--- src/rtl/mcr_pkg.sv ---
package mcr_pkg;

  localparam int NUM_RATIOS = 7;

  typedef enum logic [1:0] {
    SPD_NORMAL = 2'd0,
    SPD_DOUBLE = 2'd1,
    SPD_QUAD   = 2'd2
  } speed_e;

  typedef enum logic [2:0] {
    DIV_1   = 3'd0,
    DIV_1P5 = 3'd1,
    DIV_2   = 3'd2,
    DIV_3   = 3'd3,
    DIV_4P5 = 3'd4
  } div_e;

  // Master-clock cycles per frame for each ratio code.
  function automatic int ratio_of(input int idx);
    case (idx)
      0:       return 128;
      1:       return 192;
      2:       return 256;
      3:       return 384;
      4:       return 512;
      5:       return 768;
      default: return 1152;
    endcase
  endfunction

endpackage

--- src/rtl/mcr_rst_sync.sv ---
module mcr_rst_sync #(
  parameter int STAGES = 2
) (
  input  logic clk,
  input  logic rst_n,
  output logic rst_ns
);
  logic [STAGES-1:0] chain_q;

  always_ff @(posedge clk or negedge rst_n) begin
    if (!rst_n) chain_q <= '0;
    else        chain_q <= {chain_q[STAGES-2:0], 1'b1};
  end

  assign rst_ns = chain_q[STAGES-1];
endmodule

--- src/rtl/mcr_sync.sv ---
module mcr_sync #(
  parameter int WIDTH  = 1,
  parameter int STAGES = 2
) (
  input  logic             clk,
  input  logic             rst_n,
  input  logic [WIDTH-1:0] d,
  output logic [WIDTH-1:0] q
);
  logic [WIDTH-1:0] stage_q [STAGES];

  for (genvar s = 0; s < STAGES; s++) begin : g_stage
    if (s == 0) begin : g_first
      always_ff @(posedge clk or negedge rst_n) begin
        if (!rst_n) stage_q[0] <= '0;
        else        stage_q[0] <= d;
      end
    end else begin : g_next
      always_ff @(posedge clk or negedge rst_n) begin
        if (!rst_n) stage_q[s] <= '0;
        else        stage_q[s] <= stage_q[s-1];
      end
    end
  end

  assign q = stage_q[STAGES-1];
endmodule

--- src/rtl/mcr_period_counter.sv ---
module mcr_period_counter #(
  parameter int CNT_W   = 11,
  parameter int CNT_MAX = 1155
) (
  input  logic             clk,
  input  logic             rst_n,
  input  logic             frame_s,
  output logic             meas_stb,
  output logic [CNT_W-1:0] meas_cnt,
  output logic             sat
);
  localparam logic [CNT_W-1:0] MAXV = CNT_W'(CNT_MAX);
  localparam logic [CNT_W-1:0] ONE  = CNT_W'(1);

  logic             frame_d_q;
  logic             armed_q, armed_n;
  logic [CNT_W-1:0] cnt_q, cnt_n;
  logic             rise;
  logic             cnt_en;

  always_comb begin
    rise    = frame_s & ~frame_d_q;
    sat     = (cnt_q == MAXV);
    cnt_en  = rise | ~sat;
    armed_n = armed_q | rise;
    cnt_n   = rise ? ONE : cnt_q + ONE;
  end

  always_ff @(posedge clk or negedge rst_n) begin
    if (!rst_n) begin
      frame_d_q <= 1'b0;
      armed_q   <= 1'b0;
    end else begin
      frame_d_q <= frame_s;
      armed_q   <= armed_n;
    end
  end

  always_ff @(posedge clk or negedge rst_n) begin
    if (!rst_n)      cnt_q <= '0;
    else if (cnt_en) cnt_q <= cnt_n;
  end

  // The count held on a rising edge is the length of the period just ended.
  assign meas_stb = rise & armed_q;
  assign meas_cnt = cnt_q;
endmodule

--- src/rtl/mcr_classifier.sv ---
module mcr_classifier
  import mcr_pkg::*;
#(
  parameter int CNT_W = 11,
  parameter int TOL   = 2
) (
  input  logic [CNT_W-1:0] meas_cnt,
  output logic             hit_any,
  output logic [2:0]       hit_code
);
  logic [NUM_RATIOS-1:0] hit;

  for (genvar i = 0; i < NUM_RATIOS; i++) begin : g_win
    localparam logic [CNT_W-1:0] LO = CNT_W'(ratio_of(i) - TOL);
    localparam logic [CNT_W-1:0] HI = CNT_W'(ratio_of(i) + TOL);
    assign hit[i] = (meas_cnt >= LO) && (meas_cnt <= HI);
  end

  always_comb begin
    hit_code = 3'd0;
    for (int i = 0; i < NUM_RATIOS; i++) begin
      if (hit[i]) hit_code = 3'(i);
    end
    hit_any = |hit;
  end
endmodule

--- src/rtl/mcr_lock.sv ---
module mcr_lock (
  input  logic       clk,
  input  logic       rst_n,
  input  logic       meas_stb,
  input  logic       hit_any,
  input  logic [2:0] hit_code,
  input  logic       sat,
  output logic       locked,
  output logic [2:0] ratio_q
);
  logic       lock_q, lock_n;
  logic       cand_ok_q, cand_ok_n;
  logic [2:0] cand_q, cand_n;
  logic [2:0] ratio_n;
  logic       upd_en;

  always_comb begin
    lock_n    = lock_q;
    cand_ok_n = cand_ok_q;
    cand_n    = cand_q;
    ratio_n   = ratio_q;
    upd_en    = sat | meas_stb;
    if (sat) begin
      lock_n    = 1'b0;
      cand_ok_n = 1'b0;
    end else if (meas_stb) begin
      if (!hit_any) begin
        lock_n    = 1'b0;
        cand_ok_n = 1'b0;
      end else if (cand_ok_q && (hit_code == cand_q)) begin
        lock_n  = 1'b1;
        ratio_n = hit_code;
      end else begin
        lock_n    = 1'b0;
        cand_n    = hit_code;
        cand_ok_n = 1'b1;
      end
    end
  end

  always_ff @(posedge clk or negedge rst_n) begin
    if (!rst_n) begin
      lock_q    <= 1'b0;
      cand_ok_q <= 1'b0;
      cand_q    <= 3'd0;
      ratio_q   <= 3'd0;
    end else if (upd_en) begin
      lock_q    <= lock_n;
      cand_ok_q <= cand_ok_n;
      cand_q    <= cand_n;
      ratio_q   <= ratio_n;
    end
  end

  assign locked = lock_q;
endmodule

--- src/rtl/mcr_mode_map.sv ---
module mcr_mode_map
  import mcr_pkg::*;
(
  input  logic       locked,
  input  logic [2:0] ratio_q,
  input  logic       auto_s,
  output logic       valid,
  output logic [2:0] code_o,
  output logic [1:0] speed_o,
  output logic [2:0] div_o
);
  speed_e spd;
  div_e   dv;

  always_comb begin
    valid = locked & (auto_s | (ratio_q >= 3'd2));

    if (!auto_s)               spd = SPD_NORMAL;
    else if (ratio_q < 3'd2)   spd = SPD_QUAD;
    else if (ratio_q < 3'd4)   spd = SPD_DOUBLE;
    else                       spd = SPD_NORMAL;

    case (ratio_q)
      3'd0, 3'd2: dv = DIV_1;
      3'd1, 3'd3: dv = DIV_1P5;
      3'd4:       dv = DIV_2;
      3'd5:       dv = DIV_3;
      default:    dv = DIV_4P5;
    endcase

    code_o  = valid ? ratio_q : 3'd0;
    speed_o = valid ? spd     : SPD_NORMAL;
    div_o   = valid ? dv      : DIV_1;
  end
endmodule

--- src/rtl/mclk_ratio_detect.sv ---
module mclk_ratio_detect
  import mcr_pkg::*;
#(
  parameter int TOL         = 2,
  parameter int SYNC_STAGES = 2
) (
  input  logic       mclk,
  input  logic       rst_n,
  input  logic       lrck,
  input  logic       auto_sel,
  output logic [2:0] ratio_code,
  output logic [1:0] speed_mode,
  output logic [2:0] div_code,
  output logic       ratio_valid
);
  localparam int CNT_MAX = ratio_of(NUM_RATIOS - 1) + TOL + 1;
  localparam int CNT_W   = $clog2(CNT_MAX + 1);

  logic             rst_ns;
  logic [1:0]       sync_q;
  logic             frame_s, auto_s;
  logic             meas_stb, sat;
  logic [CNT_W-1:0] meas_cnt;
  logic             hit_any;
  logic [2:0]       hit_code;
  logic             locked;
  logic [2:0]       ratio_q;

  mcr_rst_sync #(.STAGES(SYNC_STAGES)) u_rst (
    .clk(mclk), .rst_n(rst_n), .rst_ns(rst_ns)
  );

  mcr_sync #(.WIDTH(2), .STAGES(SYNC_STAGES)) u_sync (
    .clk(mclk), .rst_n(rst_ns), .d({auto_sel, lrck}), .q(sync_q)
  );
  assign frame_s = sync_q[0];
  assign auto_s  = sync_q[1];

  mcr_period_counter #(.CNT_W(CNT_W), .CNT_MAX(CNT_MAX)) u_cnt (
    .clk(mclk), .rst_n(rst_ns), .frame_s(frame_s),
    .meas_stb(meas_stb), .meas_cnt(meas_cnt), .sat(sat)
  );

  mcr_classifier #(.CNT_W(CNT_W), .TOL(TOL)) u_cls (
    .meas_cnt(meas_cnt), .hit_any(hit_any), .hit_code(hit_code)
  );

  mcr_lock u_lock (
    .clk(mclk), .rst_n(rst_ns), .meas_stb(meas_stb), .hit_any(hit_any),
    .hit_code(hit_code), .sat(sat), .locked(locked), .ratio_q(ratio_q)
  );

  mcr_mode_map u_map (
    .locked(locked), .ratio_q(ratio_q), .auto_s(auto_s),
    .valid(ratio_valid), .code_o(ratio_code), .speed_o(speed_mode),
    .div_o(div_code)
  );
endmodule

--- config.mk ---
export PLATFORM = sky130hd
export DESIGN_NAME = mclk_ratio_detect
export DESIGN_NICKNAME = d
export VERILOG_FILES = /design/src/rtl/mcr_pkg.sv /design/src/rtl/mcr_rst_sync.sv /design/src/rtl/mcr_sync.sv /design/src/rtl/mcr_period_counter.sv /design/src/rtl/mcr_classifier.sv /design/src/rtl/mcr_lock.sv /design/src/rtl/mcr_mode_map.sv /design/src/rtl/mclk_ratio_detect.sv
export SDC_FILE = /design/constraint.sdc
export NUM_CORES = 1
export LEC_CHECK = 0
export BUFFER_PORTS_ARGS = -buffer_cell sky130_fd_sc_hd__buf_2
export CAP_MARGIN = 20
export CORE_MARGIN = 10
export CORE_UTILIZATION = 58
export CTS_CLUSTER_SIZE = 14
export DETAILED_ROUTE_END_ITERATION = 16
export HOLD_SLACK_MARGIN = 0.03
export PLACE_DENSITY = 0.78
export SLEW_MARGIN = 10
export SYNTH_ARGS = -nofsm -noshare
export SYNTH_HDL_FRONTEND = slang
export SYNTH_HIERARCHICAL = 1
export SYNTH_SLANG_ARGS = --single-unit
--- constraint.sdc ---
create_clock -name mclk -period 1 [get_ports mclk]
set_clock_uncertainty 0.05 [all_clocks]
set_input_delay 0 -clock mclk [delete_from_list [all_inputs] [get_ports mclk]]
set_output_delay 0 -clock mclk [all_outputs]
set_load 0.02 [all_outputs]
==> After elaboration in Yosys (flattened, before gate mapping) <==
Cells that the tools add are included.
{ "word_totals": {"register_bits": 27, "latchBits": 0, "ram_bits": 0, "mem_bits_ro": 0, "inputBits": 4, "output_inout_bits": 9, "word_cells": 85, "n_memories": 0} }
{ "op_classes": {"addsub": 1, "n_mul": 0, "div_mod_pow": 0, "n_lt_le_gt_ge": 17, "eq_ne": 8, "n_shift": 0, "mux": 22, "bitwise_logic": 10, "n_reduce_logical": 17} }
{ "ops": {"columns": ["cell", "count"], "rows": [
  ["$ge 11x8->1 const B", 2],
  ["$ge 11x9->1 const B", 2],
  ["$le 11x10->1 const B", 2],
  ["$le 11x8->1 const B", 2],
  ["$le 11x9->1 const B", 2],
  ["$mux 3", 5],
  ["$pmux 3 s4", 1],
  ["$add 11x1->11 const B", 1],
  ["$eq 11x11->1 const B", 1],
  ["$ge 11x10->1 const B", 1],
  ["$ge 11x11->1 const B", 1],
  ["$ge 11x7->1 const B", 1],
  ["$le 11x11->1 const B", 1],
  ["$mux 11", 1],
  ["$mux 1", 10],
  ["$mux 2", 5],
  ["$reduce_and 5->1", 2],
  ["$logic_and 1x1->1", 8],
  ["$reduce_or 7->1", 1],
  ["$eq 3x2->1 const B", 2],
  ["$eq 3x3->1 const B", 2],
  ["$or 1x1->1", 4],
  ["$reduce_or 2->1", 2],
  ["$and 1x1->1", 3],
  ["other kinds (11)", 13]
]} }

==> Logic depth before layout (Yosys ltp) <==
{ "depth": {"depth_word": 14, "ltp_mapped": 8, "depth_no_buf": 7} }

==> By module <==
The synthesis kept the hierarchy.
{ "modules_own_cells": {"columns": ["mod", "n_inst", "cells_per_inst", "area_per_inst_um2", "seq_area_each_um2"], "rows": [
  ["mcr_period_counter", 1, 63, 643.1, 325.3],
  ["mcr_lock", 1, 24, 349.1, 200.2],
  ["mcr_classifier", 1, 41, 300.3, 0.0],
  ["mcr_sync", 1, 6, 115.1, 100.1],
  ["mcr_mode_map", 1, 12, 75.1, 0.0],
  ["mcr_rst_sync", 1, 3, 53.8, 50.0]
]} }

==> Least setup slack after synthesis <==
No wires, ideal clock.
{ "synth_path": {"path_kind": "flip-flop to flip-flop", "from": "reg u_cnt.cnt_q[5], in the netlist u_cnt/meas_cnt[5]", "to": "reg u_lock.ratio_q[0]", "setup_ps": 125, "t_arrival_ps": 2472, "required_ps": 825, "slack_ps": -1646, "path_stages_with_launch": 8, "path_buffers": 0, "synth_period_minus_slack_ps": 2646, "path_cell_list": "dfrtp_1 > nor4_4 > o211ai_2 > a2111oi_4 > a311o_1 > nand4b_1 > nor4_2 > mux2_2"} }
{ "synth_via": {"elab_cells_between_ends": 34, "cone_classes": "14 x order compare; 2 x eq/ne; 6 x mux; 2 x bitwise; 10 x reduce/logical"} }
{ "synth_rtl": {"columns": ["item", "line_no", "rtl"], "rows": [
  ["start, declared", "mcr_period_counter.sv:17", "logic [CNT_W-1:0] cnt_q, cnt_n;"],
  ["start signal, assigned", "mcr_period_counter.sv:41", "else if (cnt_en) cnt_q <= cnt_n;"],
  ["$ge 11x7->1, or another cell as far along", "mcr_classifier.sv:16", "assign hit[i] = (meas_cnt >= LO) && (meas_cnt <= HI);"],
  ["$logic_and 1x1->1", "mcr_classifier.sv:16", null],
  ["$reduce_or 7->1 (*)", "mcr_classifier.sv:24", "hit_any = |hit;"],
  ["via hit_any", "mclk_ratio_detect.sv:24", "logic hit_any;"],
  ["$reduce_and 5->1 (no source line) (*)", null, null],
  ["end signal, assigned", "mcr_lock.sv:51", "ratio_q <= ratio_n;"],
  ["end, declared", "mcr_lock.sv:9", "output logic [2:0] ratio_q"]
]} }
Mark *: on every way through the listed nets, which the timed path passes. The rest lies on a longest branch.
A chain may end at the register's enable or synchronous reset.

==> Worst setup path after layout <==
{ "layout_path": {"from": "reg u_cnt.cnt_q[3], in the netlist u_cnt/meas_cnt[3]", "to": "reg u_lock.ratio_q[1]"} }
The elaborated chain is that of the path after synthesis.

==> qor.csv <==
stage;metric;value;unit
run_status;status;finished with violations;
run_status;failing checks;negative setup slack;
placed_design;Post-DP Area;1973;um^2
pwr;Leak;1.030;nW
timing;unrepaired setup endpoints after global routing;true;
clock_network;Clock Pin Slew Worst Setup and Hold Paths;0.16;ns
final_layout;commonest non-fill, non-tap cell in the layout;buf_4;
timing;post-route setup TNS;-21.42;ns
min_path;Hold Path Class;flip-flop to asynchronous set/reset pin;
detailed_routing;DRC;0;
logic_synthesis;library cells used by synthesis;46;
timing;Max Clk Rate;380.8;MHz
grt;initial antenna violation count;0;
detailed_routing;vias per inst;6.669;
clock_network;Num CTS Buffers;3;
final_layout;Util after Layout;90.89;%
flow_run;Max Cap Viol;0;
placed_design;DPL Wire Length;3113;um
setup_path;depth of the worst register-to-register path;8;
clock_network;CTS H-tree depth;1;
final_layout;Filler Cell Count;98;
setup_path;worst reg2reg endpoint;u_lock/ratio_q[1]$_DFFE_PN0P_;
timing;final worst-path cycle share;262.6;%
grt;vias in the first global route;1641;
detailed_routing;Starting DRT DRC Count;224;
timing;max-slew violation count;0;
final_layout;area grow syn2layout;47.88;%
timing;fin crit period;2.626;ns
logic_synthesis;synth warn;6;
clock_network;Bufs on Longest Clock Path;2;
setup_path;r2r setup slk;-1.63;ns
placed_design;Placed Cells;230;
timing;Final setup viols;28;
setup_path;required time of the critical path;1.19;ns
logic_synthesis;Post-Syn Area;1536;um^2
grt;Overflow after GRT;0;
final_layout;final instance area;2272;um^2
timing;Final Hold Viols;0;
detailed_routing;Detailed Routing Iterations Pass 1;4;
detailed_routing;Detail Route Antenna Nets;0;
clock_network;root buffer cell;clkbuf_4;
logic_synthesis;Post-Synthesis Net Count;154;
setup_path;Worst Setup End Kind;flip-flop;
setup_path;Setup CP Type;flip-flop to flip-flop;
detailed_routing;final wirelength;6101;um
floorplan;row cnt;18;
logic_synthesis;Top FF cell, synth;dfrtp_1;
floorplan;die area;5108;um^2
setup_path;crit path DAT;2.81;ns
logic_synthesis;top post-synthesis cells by area;dfrtp_1 44%, mux2_2 5.1%, xor2_1 3.4%;
pwr;maximum vdd drop;1.427;mV
pwr;Cell Pwr Density;1256;nW/um^2
setup_path;Critical Path Source Type;flip-flop;
timing;final hold slack;0.2099;ns
grt;Total GRT Usage;20.80;%
placed_design;routability cong.;0.8513;
final_layout;most frequent cells in the layout;38 x buf_4, 20 x dfrtp_1, 14 x buf_6;
final_layout;layout cells sized above 1;53.49;%
final_layout;fin nets;221;
logic_synthesis;Synth area leader;dfrtp_1;
setup_path;critical path fanouts, max;6;
floorplan;Chip Width;71.47;um
logic_synthesis;post-synthesis sequential area ratio;43.97;%
logic_synthesis;post-synth top area share;43.97;%
timing;setup ws final;-1.626;ns
logic_synthesis;Syn Inst Count;149;
clock_network;later-pin clock latency in the skew report;0.34;ns
logic_synthesis;syn_area_per_cell;10.31;um^2
grt;largest net degree at the start of global routing;26;
floorplan;IO Count;13;
clock_network;clock tree from TritonCTS;yes;
detailed_routing;Vias;1634;
final_layout;ant diodes;0;
placed_design;count of input and output buffers;12;
detailed_routing;average routed wire per standard cell;24.90;um
floorplan;core area;2500;um^2
floorplan;Die Y;71.47;um
clock_network;CTS Sinks;27;
setup_path;Critical R2R Launch;u_cnt/meas_cnt[3]$_DFFE_PN0P_;
logic_synthesis;post-synthesis async set-or-reset flop share;100.0;%
floorplan;Initial Util;61.46;%
logic_synthesis;number of synthesized flops with an enable pin;0;
final_layout;non-filler cells, final;245;
logic_synthesis;Yosys reg bits;27;
pwr;Total Power;2.853;mW
grt;first-pass GRT wire length;8452;um
placed_design;pre-CTS setup slack;-1.472;ns
-- Yosys cell counts (2+ instances only) --
cell	count
a21oi_1	9
and2_1	4
and2_2	2
and4_1	2
buf_4	2
clkbuf_1	3
dfrtp_1	27
inv_1	2
mux2_2	7
mux2i_1	3
nand2_1	9
nand2b_1	3
nand3_1	5
nand3_2	2
nand3b_1	4
nand4_1	3
nand4b_1	3
nor2_1	8
nor2b_1	5
nor3_1	2
o21ai_0	7
o31ai_1	4
or3_1	2
or4_1	4
xor2_1	6
-- what timing repair did --
item | CTS | global route
endpoints found under the hold margin | 4 | 0
pin swaps | 5 | 2
endpoints found under the setup margin | 29 | 29
hold buffers | 4 | 0
gates resized for setup | 30 | 14
setup buffers | 7 | 4
-- layout make-up --
| cell class | instances | area (um^2) | share of cell area, % |
|---|---|---|---|
| tap | 30 | 37.54 | 1.652 |
| clock inverter | 1 | 7.507 | 0.3304 |
| sequential | 27 | 684.4 | 30.12 |
| clock buffer | 3 | 22.52 | 0.9912 |
| timing repair buffer | 68 | 543.0 | 23.90 |
| inverter | 2 | 7.507 | 0.3304 |
| multi-input combinational | 114 | 969.7 | 42.68 |
-- worst max-delay path, cell delays in order (launching register included) --
cell,delay [ns]
dfrtp_2,0.48
nor4_4,0.36
buf_4,0.21
a21boi_0,0.12
o21ai_1,0.17
a311o_1,0.21
nand4b_1,0.21
nor4_4,0.32
mux2_2,0.39
-- metal layers --
| metal | vias to the layer above | part of all wire (%) | track usage, % |
|---|---|---|---|
| met1 | 786 | 35 | 21.82 |
| li1 | 679 | - | - |
| met2 | 133 | 50 | 37.55 |
| met4 | 0 | 5.4 | 9.462 |
| met3 | 36 | 9.8 | 5.647 |
| met5 | - | 0 | 0 |
-- how the worst max path moves through the flow --
stage                                                to                     startpoint
after CTS                 u_lock/ratio_q[2]$_DFFE_PN0P_  u_cnt/meas_cnt[3]$_DFFE_PN0P_
after floorplan           u_lock/ratio_q[0]$_DFFE_PN0P_  u_cnt/meas_cnt[3]$_DFFE_PN0P_
after global routing      u_lock/ratio_q[2]$_DFFE_PN0P_  u_cnt/meas_cnt[3]$_DFFE_PN0P_
after global placement    u_lock/ratio_q[2]$_DFFE_PN0P_  u_cnt/meas_cnt[3]$_DFFE_PN0P_
final                     u_lock/ratio_q[1]$_DFFE_PN0P_  u_cnt/meas_cnt[3]$_DFFE_PN0P_
after detailed placement  u_lock/ratio_q[2]$_DFFE_PN0P_  u_cnt/meas_cnt[3]$_DFFE_PN0P_
-- report_power, final --
part / internal, mW / leakage (nW) / switching (mW)
logic: 0.496 / 0.678 / 0.567
clock network: 0.153 / 0.0139 / 0.356
registers: 1.17 / 0.339 / 0.109
total: 1.82 / 1.03 / 1.03
-- kinds of logic after synthesis --
kind of cell,Yosys count,synth area share (%)
AND/OR/NAND/NOR,66,27.85
other,1,0.2441
multiplexers,10,7.085
flip-flops,27,43.97
adder cells (fa/ha/maj),1,0.8142
AO/OA/AOI/OAI,30,14.09
XOR/XNOR,6,3.420
buffers and inverters,8,2.524
-- state kept, by name, summed over array words and instances, names as in the netlist --
register,flops
u_cnt/armed_q,1
u_rst/chain_q,2
u_lock/cand_ok_q,1
u_sync/stage_q,2
u_lock/ratio_q,3
u_lock/cand_q,3
u_cnt/frame_d_q,1
u_cnt/meas_cnt,11
u_lock/locked,1
u_sync/q,2
No activity file was read; power rests on OpenSTA's default activity.
